File: src/rtl/refmon_pkg.sv
package refmon_pkg;

  typedef enum logic [1:0] {
    VERD_NONE = 2'd0,
    VERD_BAD  = 2'd1,
    VERD_GOOD = 2'd2
  } verdict_e;

endpackage

File: src/rtl/refmon_edge_sync.sv
module refmon_edge_sync #(
  parameter int SYNC_STAGES = 2
) (
  input  logic clk,
  input  logic rst,
  input  logic async_i,
  output logic rise_o
);

  logic [SYNC_STAGES-1:0] chain;
  logic                   last;

  always_ff @(posedge clk) begin
    if (rst) begin
      chain <= '0;
      last  <= 1'b0;
    end else begin
      chain <= {chain[SYNC_STAGES-2:0], async_i};
      last  <= chain[SYNC_STAGES-1];
    end
  end

  assign rise_o = chain[SYNC_STAGES-1] & ~last;

endmodule

File: src/rtl/refmon_window.sv
module refmon_window #(
  parameter int WIN_CYCLES = 64,
  parameter int CNT_W      = $clog2(WIN_CYCLES + 1)
) (
  input  logic             clk,
  input  logic             rst,
  input  logic             edge_i,
  output logic             done_o,
  output logic [CNT_W-1:0] count_o
);

  localparam int TICK_W = (WIN_CYCLES > 1) ? $clog2(WIN_CYCLES) : 1;
  localparam logic [TICK_W-1:0] TICK_LAST = TICK_W'(WIN_CYCLES - 1);

  logic [TICK_W-1:0] tick;
  logic [CNT_W-1:0]  acc;
  logic              at_end;
  logic [CNT_W-1:0]  acc_next;

  assign at_end   = (tick == TICK_LAST);
  assign acc_next = acc + CNT_W'(edge_i);

  always_ff @(posedge clk) begin
    if (rst) begin
      tick    <= '0;
      acc     <= '0;
      done_o  <= 1'b0;
      count_o <= '0;
    end else begin
      done_o <= at_end;
      if (at_end) begin
        tick    <= '0;
        acc     <= '0;
        count_o <= acc_next;
      end else begin
        tick <= tick + 1'b1;
        acc  <= acc_next;
      end
    end
  end

endmodule

File: src/rtl/refmon_judge.sv
module refmon_judge
  import refmon_pkg::*;
#(
  parameter int CNT_W      = 7,
  parameter int CLEAR_WINS = 2
) (
  input  logic             clk,
  input  logic             rst,
  input  logic             done_i,
  input  logic [CNT_W-1:0] count_i,
  input  logic [CNT_W-1:0] lo_i,
  input  logic [CNT_W-1:0] hi_i,
  output logic             impaired_o,
  output logic             keep_o,
  output logic             enter_o,
  output logic             advance_o
);

  localparam int STRK_W = $clog2(CLEAR_WINS + 1);
  localparam logic [STRK_W-1:0] STRK_LAST = STRK_W'(CLEAR_WINS - 1);

  verdict_e          verdict;
  logic [STRK_W-1:0] streak;

  always_comb begin
    verdict = VERD_NONE;
    if (done_i) begin
      if ((count_i < lo_i) || (count_i > hi_i) || (count_i == '0))
        verdict = VERD_BAD;
      else
        verdict = VERD_GOOD;
    end
  end

  assign enter_o   = (verdict == VERD_BAD)  && !impaired_o;
  assign advance_o = (verdict == VERD_GOOD) && !impaired_o;

  always_ff @(posedge clk) begin
    if (rst) begin
      impaired_o <= 1'b1;
      keep_o     <= 1'b1;
      streak     <= '0;
    end else begin
      case (verdict)
        VERD_BAD: begin
          impaired_o <= 1'b1;
          keep_o     <= 1'b1;
          streak     <= '0;
        end
        VERD_GOOD: begin
          if (impaired_o) begin
            if (streak == STRK_LAST) begin
              impaired_o <= 1'b0;
              streak     <= '0;
            end else begin
              streak <= streak + 1'b1;
            end
          end else begin
            keep_o <= 1'b0;
          end
        end
        default: ;
      endcase
    end
  end

endmodule

File: src/rtl/refmon_history.sv
module refmon_history #(
  parameter int FW           = 24,
  parameter int SNAP_WINDOWS = 4
) (
  input  logic          clk,
  input  logic          rst,
  input  logic          advance_i,
  input  logic          enter_i,
  input  logic [FW-1:0] word_i,
  output logic [FW-1:0] older_o,
  output logic [FW-1:0] hold_o
);

  localparam int SNAP_W = (SNAP_WINDOWS > 1) ? $clog2(SNAP_WINDOWS) : 1;
  localparam logic [SNAP_W-1:0] SNAP_LAST = SNAP_W'(SNAP_WINDOWS - 1);

  logic [SNAP_W-1:0] snap_cnt;
  logic [FW-1:0]     newer;
  logic              shift;

  assign shift = advance_i && (snap_cnt == SNAP_LAST);

  always_ff @(posedge clk) begin
    if (rst) begin
      snap_cnt <= '0;
      newer    <= '0;
      older_o  <= '0;
    end else if (advance_i) begin
      if (shift) begin
        snap_cnt <= '0;
        newer    <= word_i;
        older_o  <= newer;
      end else begin
        snap_cnt <= snap_cnt + 1'b1;
      end
    end
  end

  always_ff @(posedge clk) begin
    if (rst)
      hold_o <= '0;
    else if (enter_i)
      hold_o <= older_o;
  end

endmodule

File: src/rtl/refmon_top.sv
module refmon_top #(
  parameter int FW           = 24,
  parameter int WIN_CYCLES   = 64,
  parameter int SNAP_WINDOWS = 4,
  parameter int CLEAR_WINS   = 2,
  parameter int SYNC_STAGES  = 2,
  parameter int CNT_W        = $clog2(WIN_CYCLES + 1)
) (
  input  logic             clk,
  input  logic             rst,
  input  logic             ref_i,
  input  logic [FW-1:0]    freq_word_i,
  input  logic [CNT_W-1:0] lim_lo_i,
  input  logic [CNT_W-1:0] lim_hi_i,
  output logic             impaired_o,
  output logic [FW-1:0]    hold_word_o,
  output logic             keep_phase_o
);

  logic             ref_rise;
  logic             win_done;
  logic [CNT_W-1:0] meas;
  logic             enter;
  logic             advance;
  logic [FW-1:0]    stage_b;

  refmon_edge_sync #(.SYNC_STAGES(SYNC_STAGES)) u_sync (
    .clk(clk), .rst(rst), .async_i(ref_i), .rise_o(ref_rise)
  );

  refmon_window #(.WIN_CYCLES(WIN_CYCLES), .CNT_W(CNT_W)) u_win (
    .clk(clk), .rst(rst), .edge_i(ref_rise), .done_o(win_done), .count_o(meas)
  );

  refmon_judge #(.CNT_W(CNT_W), .CLEAR_WINS(CLEAR_WINS)) u_judge (
    .clk(clk), .rst(rst), .done_i(win_done), .count_i(meas),
    .lo_i(lim_lo_i), .hi_i(lim_hi_i),
    .impaired_o(impaired_o), .keep_o(keep_phase_o),
    .enter_o(enter), .advance_o(advance)
  );

  refmon_history #(.FW(FW), .SNAP_WINDOWS(SNAP_WINDOWS)) u_hist (
    .clk(clk), .rst(rst), .advance_i(advance), .enter_i(enter),
    .word_i(freq_word_i), .older_o(stage_b), .hold_o(hold_word_o)
  );

endmodule

File: config.mk
export PLATFORM = sky130hd
export DESIGN_NAME = refmon_top
export DESIGN_NICKNAME = d
export VERILOG_FILES = /design/src/rtl/refmon_pkg.sv /design/src/rtl/refmon_edge_sync.sv /design/src/rtl/refmon_window.sv /design/src/rtl/refmon_judge.sv /design/src/rtl/refmon_history.sv /design/src/rtl/refmon_top.sv
export SDC_FILE = /design/constraint.sdc
export NUM_CORES = 1
export LEC_CHECK = 0
export BUFFER_PORTS_ARGS = -buffer_cell sky130_fd_sc_hd__buf_2
export CORE_UTILIZATION = 25
export CTS_CLUSTER_DIAMETER = 80
export DETAILED_ROUTE_END_ITERATION = 6
export GPL_ROUTABILITY_DRIVEN = 0
export PLACE_DENSITY = 0.42
export SETUP_SLACK_MARGIN = 0.4
export SLEW_MARGIN = 20
export SYNTH_ARGS = -nofsm -noshare
export SYNTH_HDL_FRONTEND = slang
export SYNTH_SLANG_ARGS = --single-unit
File: constraint.sdc
create_clock -name clk -period 2.2 [get_ports clk]
set_clock_uncertainty 0.2 [all_clocks]
set_input_delay 0.11 -clock clk [delete_from_list [all_inputs] [get_ports clk]]
set_output_delay 0.11 -clock clk [all_outputs]
set_load 0.005 [all_outputs]
**Word-level counts from Yosys, hierarchy flattened**

Cells that the tools add are included.

- Order comparisons: 2
- Reduce and logical (&&, ||, !) cells: 12
- Bitwise operators: 2
- Muxes and demuxes: 11
- Add/sub/neg operators: 4
- Equality and inequality tests: 7

Operators by type and width:

| operator | count |
|---|---|
| 2-bit two-way mux | 5 |
| 7-bit by 1-bit adder with 7-bit output | 1 |
| 7-bit greater-than comparator | 1 |
| 7-bit logical NOT | 1 |
| 7-bit less-than comparator | 1 |
| 6-bit by 1-bit adder with 6-bit output, second input constant | 1 |
| 6-bit equality test, second input constant | 1 |
| 2-bit AND reduction | 3 |
| 2-bit by 1-bit adder with 2-bit output, second input constant | 2 |
| 2-bit by 1-bit equality test with 1-bit output, second input constant | 2 |
| 2-bit equality test, second input constant | 2 |
| 1-bit case mux with 2 select lines | 2 |
| 2-bit case mux with 2 select lines | 1 |
| 1-bit logical AND | 3 |
| 1-bit two-way mux | 3 |
| 1-bit logical OR | 2 |
| 2-bit by 1-bit inequality test with 1-bit output, second input constant | 1 |
| 2-bit inequality test, second input constant | 1 |
| 2-bit nonzero test | 1 |
| 2-bit OR reduction | 1 |
| 1-bit AND | 1 |
| 1-bit logical NOT | 1 |
| 1-bit NOT | 1 |

- Input bits: 41
- Register bits after elaboration: 102

**Depth between registers and ports, before layout**

Gate-level depths: netlist (run 1).

- Word-level depth: 9
- Gate-level depth with buffers: 10

**By module**

From an unflattened synthesis (run 1), not the netlist that was laid out.

- Cells, all modules: 435
- Area, all modules: 4375.4 µm²

Modules (own cells, without submodules):

| module | area each (µm²) | instances | sequential area each (µm²) | cells each |
|---|---|---|---|---|
| refmon_history | 2876.5 | 1 | 1481.4 | 275 |
| refmon_window | 854.6 | 1 | 420.4 | 84 |
| refmon_judge | 556.8 | 1 | 80.1 | 69 |
| refmon_edge_sync | 87.6 | 1 | 60.1 | 7 |

**Worst setup path after synthesis (run 1)**

No wires, ideal clock.

- Kind: register -> register
- Start point: register u_win.count_o[6]
- End point: register u_hist.newer[10]
- Setup slack: -0.252 ns
- Period minus slack after synthesis: 2.452 ns
- Arrival: 2.180 ns
- Setup time: 0.072 ns
- Stages on the path, launching flop included: 10
- Path buffers: 3
- Required time: 1.928 ns
- Path through: dfxtp_1 > ha_1 > and4_1 > a21boi_1 > o31a_1 > buf_2 > nor4_4 > buf_6 > buf_12 > mux2i_1

- Word-level cells in the longest chain between the ends: 9
- Elaborated cells on any way between the ends: 11
- Those cells by class: order compare (2); eq/ne (1); mux (2); reduce/logical (6)

RTL lines:

| item | line | RTL |
|---|---|---|
| start, declared | refmon_window.sv:9 | `output logic [CNT_W-1:0] count_o` |
| start signal, assigned | refmon_window.sv:34 | `count_o <= acc_next;` |
| 7-bit less-than comparator / 7-bit greater-than comparator (equally long branches) | refmon_judge.sv:28 | `if ((count_i < lo_i) \|\| (count_i > hi_i) \|\| (count_i == '0))` |
| 1-bit logical OR | refmon_judge.sv:28 |  |
| 1-bit logical OR (*) | refmon_judge.sv:28 |  |
| 2-bit two-way mux (*) | refmon_judge.sv:28 |  |
| 2-bit two-way mux (*) | refmon_judge.sv:27 | `if (done_i) begin` |
| 2-bit equality test (*) | refmon_judge.sv:36 | `assign advance_o = (verdict == VERD_GOOD) && !impaired_o;` |
| 1-bit logical AND (*) | refmon_judge.sv:36 |  |
| 1-bit logical AND | refmon_history.sv:21 | `assign shift = advance_i && (snap_cnt == SNAP_LAST);` |
| 2-bit AND reduction (no source line) (*) | n/a |  |
| end signal, assigned | refmon_history.sv:31 | `newer <= word_i;` |
| end, declared | refmon_history.sv:18 | `logic [FW-1:0] newer;` |

Every way passes the cells marked *; elsewhere a longest branch is shown, timed or not.
A chain may end at the register's enable or synchronous reset.

**Final worst setup path (run 1)**

- Start point: register u_win.count_o[3]
- End point: register u_hist.older_o[0]

- Word-level cells in the longest chain between the ends: 9
- Elaborated cells on any way between the ends: 11
- Those cells by class: order compare (2); eq/ne (1); mux (2); reduce/logical (6)

RTL lines:

| item | line | RTL |
|---|---|---|
| 7-bit less-than comparator / 7-bit greater-than comparator (equally long branches) | refmon_judge.sv:28 |  |
| 1-bit logical OR | refmon_judge.sv:28 |  |
| 1-bit logical OR (*) | refmon_judge.sv:28 |  |
| 2-bit two-way mux (*) | refmon_judge.sv:28 |  |
| 2-bit two-way mux (*) | refmon_judge.sv:27 |  |
| 2-bit equality test (*) | refmon_judge.sv:36 |  |
| 1-bit logical AND (*) | refmon_judge.sv:36 |  |
| 1-bit logical AND | refmon_history.sv:21 |  |
| 2-bit AND reduction (no source line) (*) | n/a |  |
| end signal, assigned | refmon_history.sv:32 | `older_o <= newer;` |
| end, declared | refmon_history.sv:10 | `output logic [FW-1:0] older_o,` |

Marks and branches as above.

==> insert_results.sql, run 1 <==
INSERT INTO impl_metrics (metric_group, metric, value, unit) VALUES
('critical_path', 'r2r_setup_slack', '-0.16', 'ns'),
('synth', 'library_cells_used_by_synthesis', '47', ''),
('timing', 'hold_vio_cnt_final', '0', ''),
('pwr', 'seqPwrFrac', '0.515', ''),
('pwr', 'internal_power', '2.77', 'mW'),
('detailed_routing', 'detail-route-antenna-nets', '0', ''),
('final_layout', 'finalNetCount', '655', ''),
('timing', 'worst_max_slew_pin_slew', '0.608', 'ns'),
('status', 'violated_checks', 'negative setup slack', ''),
('clocking', 'ctsLongestPathBuffers', '2', ''),
('global_routing', 'grt_start_max_net_pins', '51', ''),
('critical_path', 'critical_path.reg2reg.startpoint', 'u_win.count_o[3]$_SDFFE_PP0P_', ''),
('critical_path', 'worst-path-max-fanout', '7', ''),
('clocking', 'clock_insertion_delay_worst_skew', '0.35', 'ns'),
('floorplan', 'die-width', '140', 'um'),
('place', 'dpl_worst_slack', '-0.186', 'ns'),
('pwr', 'p_total', '3.60', 'mW'),
('critical_path', 'cp_slowest_stage_delay', '0.56', 'ns'),
('synth', 'synthesized_instance_count', '486', ''),
('timing', 'final-max-slew-violation-count', '0', ''),
('pwr', 'power_density_of_the_placed_cells', '544', 'mW/mm^2'),
('pwr', 'p_sw_frac', '0.229', ''),
('final_layout', 'post-route-cell-area', '0.00662', 'sq mm'),
('critical_path', 'worstPathRequired', '2.24', 'ns'),
('clocking', 'cts_max_level', '3', ''),
('detailed_routing', 'drt_iter0_markers', '181', ''),
('timing', 'worst_slack', '-0.155', 'ns'),
('final_layout', 'final_layout_size_suffix_gt1_frac', '0.293', ''),
('critical_path', 'critical_path.startpoint', 'u_win.count_o[3]$_SDFFE_PP0P_', ''),
('job', 'maxCapViolCount', '0', ''),
('global_routing', 'number_of_antenna_violations_at_the_first_check_in_global_routing', '1', ''),
('clocking', 'clk_pin_slew', '0.07', 'ns'),
('detailed_routing', 'drc', '0', ''),
('critical_path', 'path_cells', 'buf_4 > or4_4 > nor4_4 > buf_6 > nor4_4 > buf_6 > buf_4 > buf_6 > mux2i_1', ''),
('hold_path', 'min-delay-path-class', 'in -> reg', ''),
('timing', 'post-route-min-period', '2.36', 'ns'),
('timing', 'maxSlewHeadroom', '0.595', ''),
('global_routing', 'global_route_overflow', '0', ''),
('detailed_routing', 'route.detailed.wl_per_inst', '14.8', 'um'),
('critical_path', 'cell_seen_most_often_among_critical_path_stages', 'sky130_fd_sc_hd__buf_6', ''),
('place', 'placed_cell_area', '0.00561', 'sq mm'),
('pwr', 'cellLeakagePower', '2.39', 'nW'),
('clocking', 'cts_buffers', '9', ''),
('timing', 'report.final.setup_viol', '73', ''),
('place', 'portBuffers', '66', ''),
('floorplan', 'design.portCount', '67', ''),
('floorplan', 'dieHeight', '140', 'um'),
('timing', 'setup_repair_after_global_routing_missed_its_margin', 'true', ''),
('floorplan', 'core_region_area', '0.0187', 'sq mm'),
('final_layout', 'fill_cells', '1911', ''),
('clocking', 'cts_tree', 'yes', ''),
('synth', 'cell_area_after_synthesis', '0.00477', 'sq mm'),
('detailed_routing', 'routed-via-count', '3934', ''),
('synth', 'synth_async_sr_flop_share', '0', ''),
('critical_path', 'worstSetupEndpointType', 'register', ''),
('synth', 'synthesis.area_per_instance', '9.81', 'sq um'),
('floorplan', 'rows', '50', ''),
('final_layout', 'synthToLayoutAreaGrowth', '38.8', '%'),
('critical_path', 'critical_path.reg2reg.endpoint', 'u_hist.older_o[0]$_SDFFE_PP0P_', ''),
('global_routing', 'global_route_wire_length_before_repair', '20100', 'um'),
('pwr', 'vdd_ir_drop_max', '0.000293', 'V'),
('floorplan', 'initial_utilization', '0.255', ''),
('status', 'run_status', 'finished, violations left', ''),
('timing', 'period_share', '1.07', ''),
('clocking', 'clk_root_buffer_cell', 'sky130_fd_sc_hd__clkbuf_16', ''),
('critical_path', 'cpMaxStageDelayCell', 'sky130_fd_sc_hd__or4_4', ''),
('critical_path', 'worst_setup_path_start_kind', 'register', ''),
('critical_path', 'ff2ff_path_depth', '9', ''),
('detailed_routing', 'route.final.wire_length', '12300', 'um'),
('place', 'detailedPlacementHpwl', '8400', 'um'),
('global_routing', 'global_route.usage.total', '0.131', '');
[routing by layer]
| metal | vias to the layer above | GRT usage | wire (um) |
|---|---|---|---|
| met3 | 12 | 0.0297 | 623 |
| li1 | 1965 | - | - |
| met1 | 1877 | 0.171 | 5760 |
| met5 | - | 0 | 13 |
| met2 | 78 | 0.206 | 5770 |
| met4 | 2 | 0.0549 | 169 |
[worst min-delay path by stage]
stage | cells after the start | slack, ns | from | to
after floorplan | 1 | 0.04 | ref_i | u_sync.chain[0]$_SDFF_PP0_
after global placement | 2 | 0.14 | ref_i | u_sync.chain[0]$_SDFF_PP0_
after detailed placement | 2 | 0.15 | ref_i | u_sync.chain[0]$_SDFF_PP0_
after CTS | 2 | 0.07 | rst | u_win.count_o[1]$_SDFFE_PP0P_
after global routing | 2 | 0.11 | rst | u_win.tick[4]$_SDFF_PP0_
final | 2 | 0.07 | rst | u_win.count_o[1]$_SDFFE_PP0P_
[flip-flops by register name, indices dropped and copies added, names as in the netlist]
register	flops
u_win.done_o	1
u_hist.newer	24
u_hist.hold_o	24
u_sync.last	1
u_hist.snap_cnt	2
u_hist.older_o	24
u_judge.keep_o	1
u_win.acc	7
u_sync.chain	2
u_judge.streak	2
u_judge.impaired_o	1
u_win.count_o	7
u_win.tick	6
[cell usage after synthesis (2+ instances only)]
cell type / number / area, sq um
sky130_fd_sc_hd__dfxtp_1: 102 / 2040
sky130_fd_sc_hd__nand2b_1: 77 / 482
sky130_fd_sc_hd__mux2i_1: 51 / 510
sky130_fd_sc_hd__clkbuf_1: 31 / 116
sky130_fd_sc_hd__nand2_1: 26 / 97.6
sky130_fd_sc_hd__a31oi_1: 24 / 150
sky130_fd_sc_hd__nand4b_1: 24 / 210
sky130_fd_sc_hd__nor2_1: 19 / 71.3
sky130_fd_sc_hd__o311ai_0: 18 / 158
sky130_fd_sc_hd__ha_1: 17 / 213
sky130_fd_sc_hd__inv_1: 13 / 48.8
sky130_fd_sc_hd__nor2b_1: 8 / 50.1
sky130_fd_sc_hd__a211oi_1: 6 / 45.0
sky130_fd_sc_hd__nand3_1: 6 / 30.0
sky130_fd_sc_hd__o311ai_1: 6 / 52.6
sky130_fd_sc_hd__xor2_1: 6 / 52.6
sky130_fd_sc_hd__and2_1: 5 / 31.3
sky130_fd_sc_hd__and3_1: 4 / 25.0
sky130_fd_sc_hd__buf_2: 4 / 20.0
sky130_fd_sc_hd__a21oi_1: 3 / 15.0
sky130_fd_sc_hd__a221o_1: 3 / 30.0
sky130_fd_sc_hd__nand3b_1: 3 / 22.5
sky130_fd_sc_hd__xnor2_1: 3 / 26.3
sky130_fd_sc_hd__buf_12: 2 / 40.0
sky130_fd_sc_hd__buf_4: 2 / 15.0
sky130_fd_sc_hd__nor4_4: 2 / 42.5
[repair_timing]
action                                  CTS  global route
endpoints found under the setup margin   86            88
gates resized for setup                  59            28
hold endpoints to repair                 25             0
gates cloned                              1             1
hold buffers                             25             0
setup buffers                             4             4
pin swaps                                 8            11
[power by group through the flow]
stage                     logic (mW)  clock network (mW)  registers [mW]
after floorplan               0.0900                   0            1.90
after global placement         0.156                   0            1.90
final                          0.201                1.54            1.86
after CTS                      0.202                1.61            1.85
after global routing           0.224                1.69            1.86
after detailed placement       0.158                   0            1.90
[worst max-delay path: cells and delay by family, from the launching register on]
kind	cells	cell delay, ns
muxes	1	0.10
buffers and inverters	5	0.69
and+or+nand+nor	3	0.92
DFF	1	0.33
[final cells by class]
type                            count  area (sq um)  share of cell area
Multi-Input combinational cell    330          2780               0.420
Sequential cell                   102          2060               0.311
Timing Repair Buffer              141          1160               0.175
Tap cell                          234           293              0.0442
Clock buffer                       10           239              0.0361
Inverter                           13          48.8             0.00737
Clock inverter                      5          43.8             0.00662
[logic make-up (layout without fill, tap and decap cells)]
family,after synthesis,count (layout),share of synthesized area
simple gates,182,182,0.236
flops,102,102,0.428
compound gates,70,70,0.111
buf+inv,54,169,0.0535
mux,52,52,0.109
fa+ha+maj,17,17,0.0446
xor+xnor,9,9,0.0165
[placed cells by master, fill, tap and decap left out, types with 7 or more instances in the layout]
cell / Yosys / routed
sky130_fd_sc_hd__a31oi_1: 24 / 24
sky130_fd_sc_hd__nor2_1: 19 / 18
sky130_fd_sc_hd__o311ai_2: 0 / 8
sky130_fd_sc_hd__buf_12: 2 / 7
sky130_fd_sc_hd__buf_6: 1 / 12
sky130_fd_sc_hd__o311ai_1: 6 / 11
sky130_fd_sc_hd__ha_1: 17 / 8
sky130_fd_sc_hd__nor2b_1: 8 / 7
sky130_fd_sc_hd__dlygate4sd3_1: 0 / 25
sky130_fd_sc_hd__clkbuf_16: 0 / 10
sky130_fd_sc_hd__buf_2: 4 / 66
sky130_fd_sc_hd__dfxtp_1: 102 / 97
sky130_fd_sc_hd__inv_1: 13 / 13
sky130_fd_sc_hd__mux2i_1: 51 / 51
sky130_fd_sc_hd__buf_4: 2 / 25
sky130_fd_sc_hd__nand2_1: 26 / 26
sky130_fd_sc_hd__nand4b_1: 24 / 24
sky130_fd_sc_hd__nand2b_1: 77 / 77
[stage by stage]
step / hold slack [ns] / cells / TNS, ns
final: 0.0685 / 835 / -6.64
after global routing: 0.113 / 835 / -13.60
after CTS: 0.0688 / 830 / -5.76
after detailed placement: 0.146 / 785 / -10.08
after global placement: 0.142 / 785 / -8.29
after floorplan: 0.0382 / 486 / -1.50
No activity file was read; power rests on OpenSTA's default activity.
==> run 2, diff against run 1 <==
--- a/config.mk
+++ b/config.mk
@@ -5,12 +5,14 @@
 export SDC_FILE = /design/constraint.sdc
 export NUM_CORES = 1
 export LEC_CHECK = 0
-export BUFFER_PORTS_ARGS = -buffer_cell sky130_fd_sc_hd__buf_2
+export CELL_PAD_IN_SITES_DETAIL_PLACEMENT = 0
+export CELL_PAD_IN_SITES_GLOBAL_PLACEMENT = 1
 export CORE_UTILIZATION = 25
 export CTS_CLUSTER_DIAMETER = 80
 export DETAILED_ROUTE_END_ITERATION = 6
+export DONT_BUFFER_PORTS = 1
 export GPL_ROUTABILITY_DRIVEN = 0
-export PLACE_DENSITY = 0.42
+export PLACE_DENSITY_LB_ADDON = 0.12
 export SETUP_SLACK_MARGIN = 0.4
 export SLEW_MARGIN = 20
 export SYNTH_ARGS = -nofsm -noshare
==> insert_results.sql, run 2 (same netlist as run 1, synthesis figures left out) <==
INSERT INTO impl_metrics (metric_group, metric, value, unit) VALUES
('detailed_routing', 'detail-route-antenna-nets', '0', ''),
('clocking', 'cts_max_level', '3', ''),
('clocking', 'clock_insertion_delay_worst_skew', '0.36', 'ns'),
('global_routing', 'grt_start_max_net_pins', '120', ''),
('pwr', 'internal_power', '2.86', 'mW'),
('timing', 'hold_vio_cnt_final', '0', ''),
('critical_path', 'arrival', '2.43', 'ns'),
('detailed_routing', 'route.detailed.wl_per_inst', '15.3', 'um'),
('clocking', 'cts_tree', 'yes', ''),
('detailed_routing', 'drt_iter0_markers', '171', ''),
('final_layout', 'leading_cell_types_in_the_layout_fill_and_taps_excluded', 'sky130_fd_sc_hd__dlygate4sd3_1, sky130_fd_sc_hd__dfxtp_1, sky130_fd_sc_hd__nand2b_1', ''),
('timing', 'period_share', '1.08', ''),
('status', 'run_status', 'finished, violations left', ''),
('final_layout', 'reg_top3', 'u_hist.hold_o (24), u_hist.newer (24), u_hist.older_o (24)', ''),
('final_layout', 'synthToLayoutAreaGrowth', '46.0', '%'),
('hold_path', 'min-delay-path-class', 'in -> reg', ''),
('critical_path', 'path_cells', 'ha_1 > and4_1 > a21boi_1 > o31a_1 > buf_12 > or3_4 > a221o_1', ''),
('floorplan', 'initial_utilization', '0.255', ''),
('pwr', 'switchingPower', '829', 'uW'),
('global_routing', 'global_route_overflow', '0', ''),
('critical_path', 'cp_class', 'reg -> reg', ''),
('final_layout', 'post-route-cell-area', '0.00696', 'sq mm'),
('floorplan', 'die_area', '0.0196', 'sq mm'),
('detailed_routing', 'route.final.wire_length', '13000', 'um'),
('detailed_routing', 'routed-via-count', '3997', ''),
('pwr', 'seqPwrFrac', '0.504', ''),
('global_routing', 'global_route_wire_length_before_repair', '20700', 'um'),
('timing', 'worst_max_slew_pin_slew', '0.439', 'ns'),
('global_routing', 'number_of_antenna_violations_at_the_first_check_in_global_routing', '0', ''),
('floorplan', 'core_region_area', '0.0187', 'sq mm'),
('final_layout', 'num_antenna_cells', '0', ''),
('detailed_routing', 'first_pass_iters', '4', ''),
('clocking', 'ctsLongestPathBuffers', '2', ''),
('clocking', 'clk_pin_slew', '0.07', 'ns'),
('pwr', 'p_clk_frac', '0.447', ''),
('critical_path', 'ff2ff_path_depth', '7', ''),
('place', 'dpl_worst_slack', '-0.255', 'ns'),
('critical_path', 'timing.critical_path.max_delay_family', 'compound AO/OA/AOI/OAI gates', ''),
('final_layout', 'layout.area.seq', '0.00205', 'sq mm'),
('critical_path', 'crit_cells', '7', ''),
('clocking', 'cts_buffers', '9', ''),
('critical_path', 'worstSetupEndpointType', 'register', ''),
('floorplan', 'die-width', '140', 'um'),
('timing', 'hold_slack', '0.194', 'ns'),
('final_layout', 'fill_cells', '1880', ''),
('global_routing', 'globalRoute.busiestLayer', 'met2', ''),
('global_routing', 'grt_util_met1', '0.165', ''),
('pwr', 'vdd_ir_drop_max', '0.000328', 'V'),
('timing', 'worst_slack', '-0.185', 'ns'),
('place', 'portBuffers', '0', ''),
('critical_path', 'worst_setup_path_start_kind', 'register', ''),
('timing', 'post-route-min-period', '2.38', 'ns'),
('timing', 'report.final.setup_viol', '73', ''),
('global_routing', 'global_route.usage.total', '0.135', ''),
('pwr', 'cellLeakagePower', '2.26', 'nW'),
('place', 'placed_cell_area', '0.00534', 'sq mm'),
('timing', 'setup_repair_after_global_routing_missed_its_margin', 'true', ''),
('detailed_routing', 'drc', '0', ''),
('detailed_routing', 'avgViaCountPerCell', '4.71', ''),
('pwr', 'power_density_of_the_placed_cells', '530', 'mW/mm^2'),
('final_layout', 'final_layout_size_suffix_gt1_frac', '0.158', ''),
('timing', 'final-max-slew-violation-count', '0', ''),
('final_layout', 'post-route-util', '0.372', ''),
('floorplan', 'dieHeight', '140', 'um'),
('critical_path', 'timing.critical_path.buf_inv', '1', ''),
('pwr', 'p_sw_frac', '0.225', ''),
('hold_path', 'hold_path_depth', '2', ''),
('job', 'maxCapViolCount', '0', ''),
('clocking', 'clock_sinks', '102', ''),
('global_routing', 'number_of_global_route_vias_before_repair', '3983', ''),
('place', 'detailedPlacementHpwl', '8020', 'um'),
('final_layout', 'layout_commonest_cell', 'sky130_fd_sc_hd__dlygate4sd3_1', ''),
('floorplan', 'rows', '50', ''),
('critical_path', 'worstPathRequired', '2.24', 'ns'),
('clocking', 'clk_root_buffer_cell', 'sky130_fd_sc_hd__clkbuf_16', ''),
('critical_path', 'cp_slowest_stage_delay', '0.39', 'ns'),
('global_routing', 'gr-usage-met2', '0.221', ''),
('status', 'violated_checks', 'negative setup slack', ''),
('timing', 'clock.fmax', '419', 'MHz'),
('critical_path', 'cpMaxStageDelayCell', 'sky130_fd_sc_hd__or3_4', ''),
('place', 'placedCellCount', '717', ''),
('timing', 'maxSlewHeadroom', '0.704', ''),
('final_layout', 'final_cell_count_no_fill', '848', ''),
('global_routing', 'globalRouteMet3Util', '0.0397', ''),
('pwr', 'power_frac_comb', '0.049', ''),
('final_layout', 'multiInputGateArea', '0.00262', 'sq mm'),
('critical_path', 'worst-path-max-fanout', '14', ''),
('floorplan', 'design.portCount', '67', ''),
('final_layout', 'finalNetCount', '668', '');
==> run 2: cell count changes in the layout (fill, tap and decap cells not counted), moves of 6 or more <==
cell,delta
sky130_fd_sc_hd__buf_12,+6
sky130_fd_sc_hd__buf_2,-66
sky130_fd_sc_hd__buf_6,-6
sky130_fd_sc_hd__dlygate4sd3_1,+80
sky130_fd_sc_hd__o311ai_0,+6
==> run 2: power by group through the flow <==
stage	registers [mW]	logic, mW	clock network [mW]
after global routing	1.86	0.198	1.81
final	1.86	0.181	1.65
after floorplan	1.90	0.0900	0
after detailed placement	1.90	0.0889	0
after CTS	1.86	0.162	1.72
after global placement	1.90	0.0889	0
==> run 2: worst paths after layout <==
path	from	to	slack, ns
worst min register to register	u_win.tick[0]$_SDFF_PP0_	u_win.tick[0]$_SDFF_PP0_	0.24
worst min-delay path	rst	u_sync.last$_SDFF_PP0_	0.19
worst max register to register	u_win.count_o[3]$_SDFFE_PP0P_	u_judge.keep_o$_SDFFE_PP1P_	-0.18
worst max-delay path	u_win.count_o[3]$_SDFFE_PP0P_	u_judge.keep_o$_SDFFE_PP1P_	-0.18
==> run 2: per-layer routing <==
| metal | wire length, um | share of wire | up-vias |
|---|---|---|---|
| li1 | - | - | 1984 |
| met1 | 6050 | 0.47 | 1943 |
| met5 | 0 | 0 | - |
| met4 | 195 | 0.015 | 0 |
| met2 | 6120 | 0.47 | 59 |
| met3 | 604 | 0.047 | 11 |
==> run 2: stage by stage <==
| step | TNS (ns) | power [mW] |
|---|---|---|
| 3_3_place_gp | -10.78 | 1.99 |
| 3_5_place_dp | -11.19 | 1.99 |
| 2_1_floorplan | -1.50 | 1.99 |
| 6_report | -9.36 | 3.69 |
| 5_1_grt | -15.40 | 3.87 |
| 4_1_cts | -9.19 | 3.74 |
==> run 2: what timing repair did <==
action / CTS / global route
hold buffers: 104 / 2
pin swaps: 2 / 4
gates resized for setup: 21 / 21
cloned: 0 / 2
setup buffers: 2 / 6
endpoints found under the setup margin: 83 / 92
endpoints found under the hold margin: 102 / 48
==> run 2: area by class of cell <==
cell class | count | area share
Inverter | 13 | 0.00701
Clock buffer | 9 | 0.0324
Timing Repair Buffer | 154 | 0.238
Tap cell | 234 | 0.0421
Sequential cell | 102 | 0.295
Multi-Input combinational cell | 330 | 0.376
Clock inverter | 6 | 0.0101
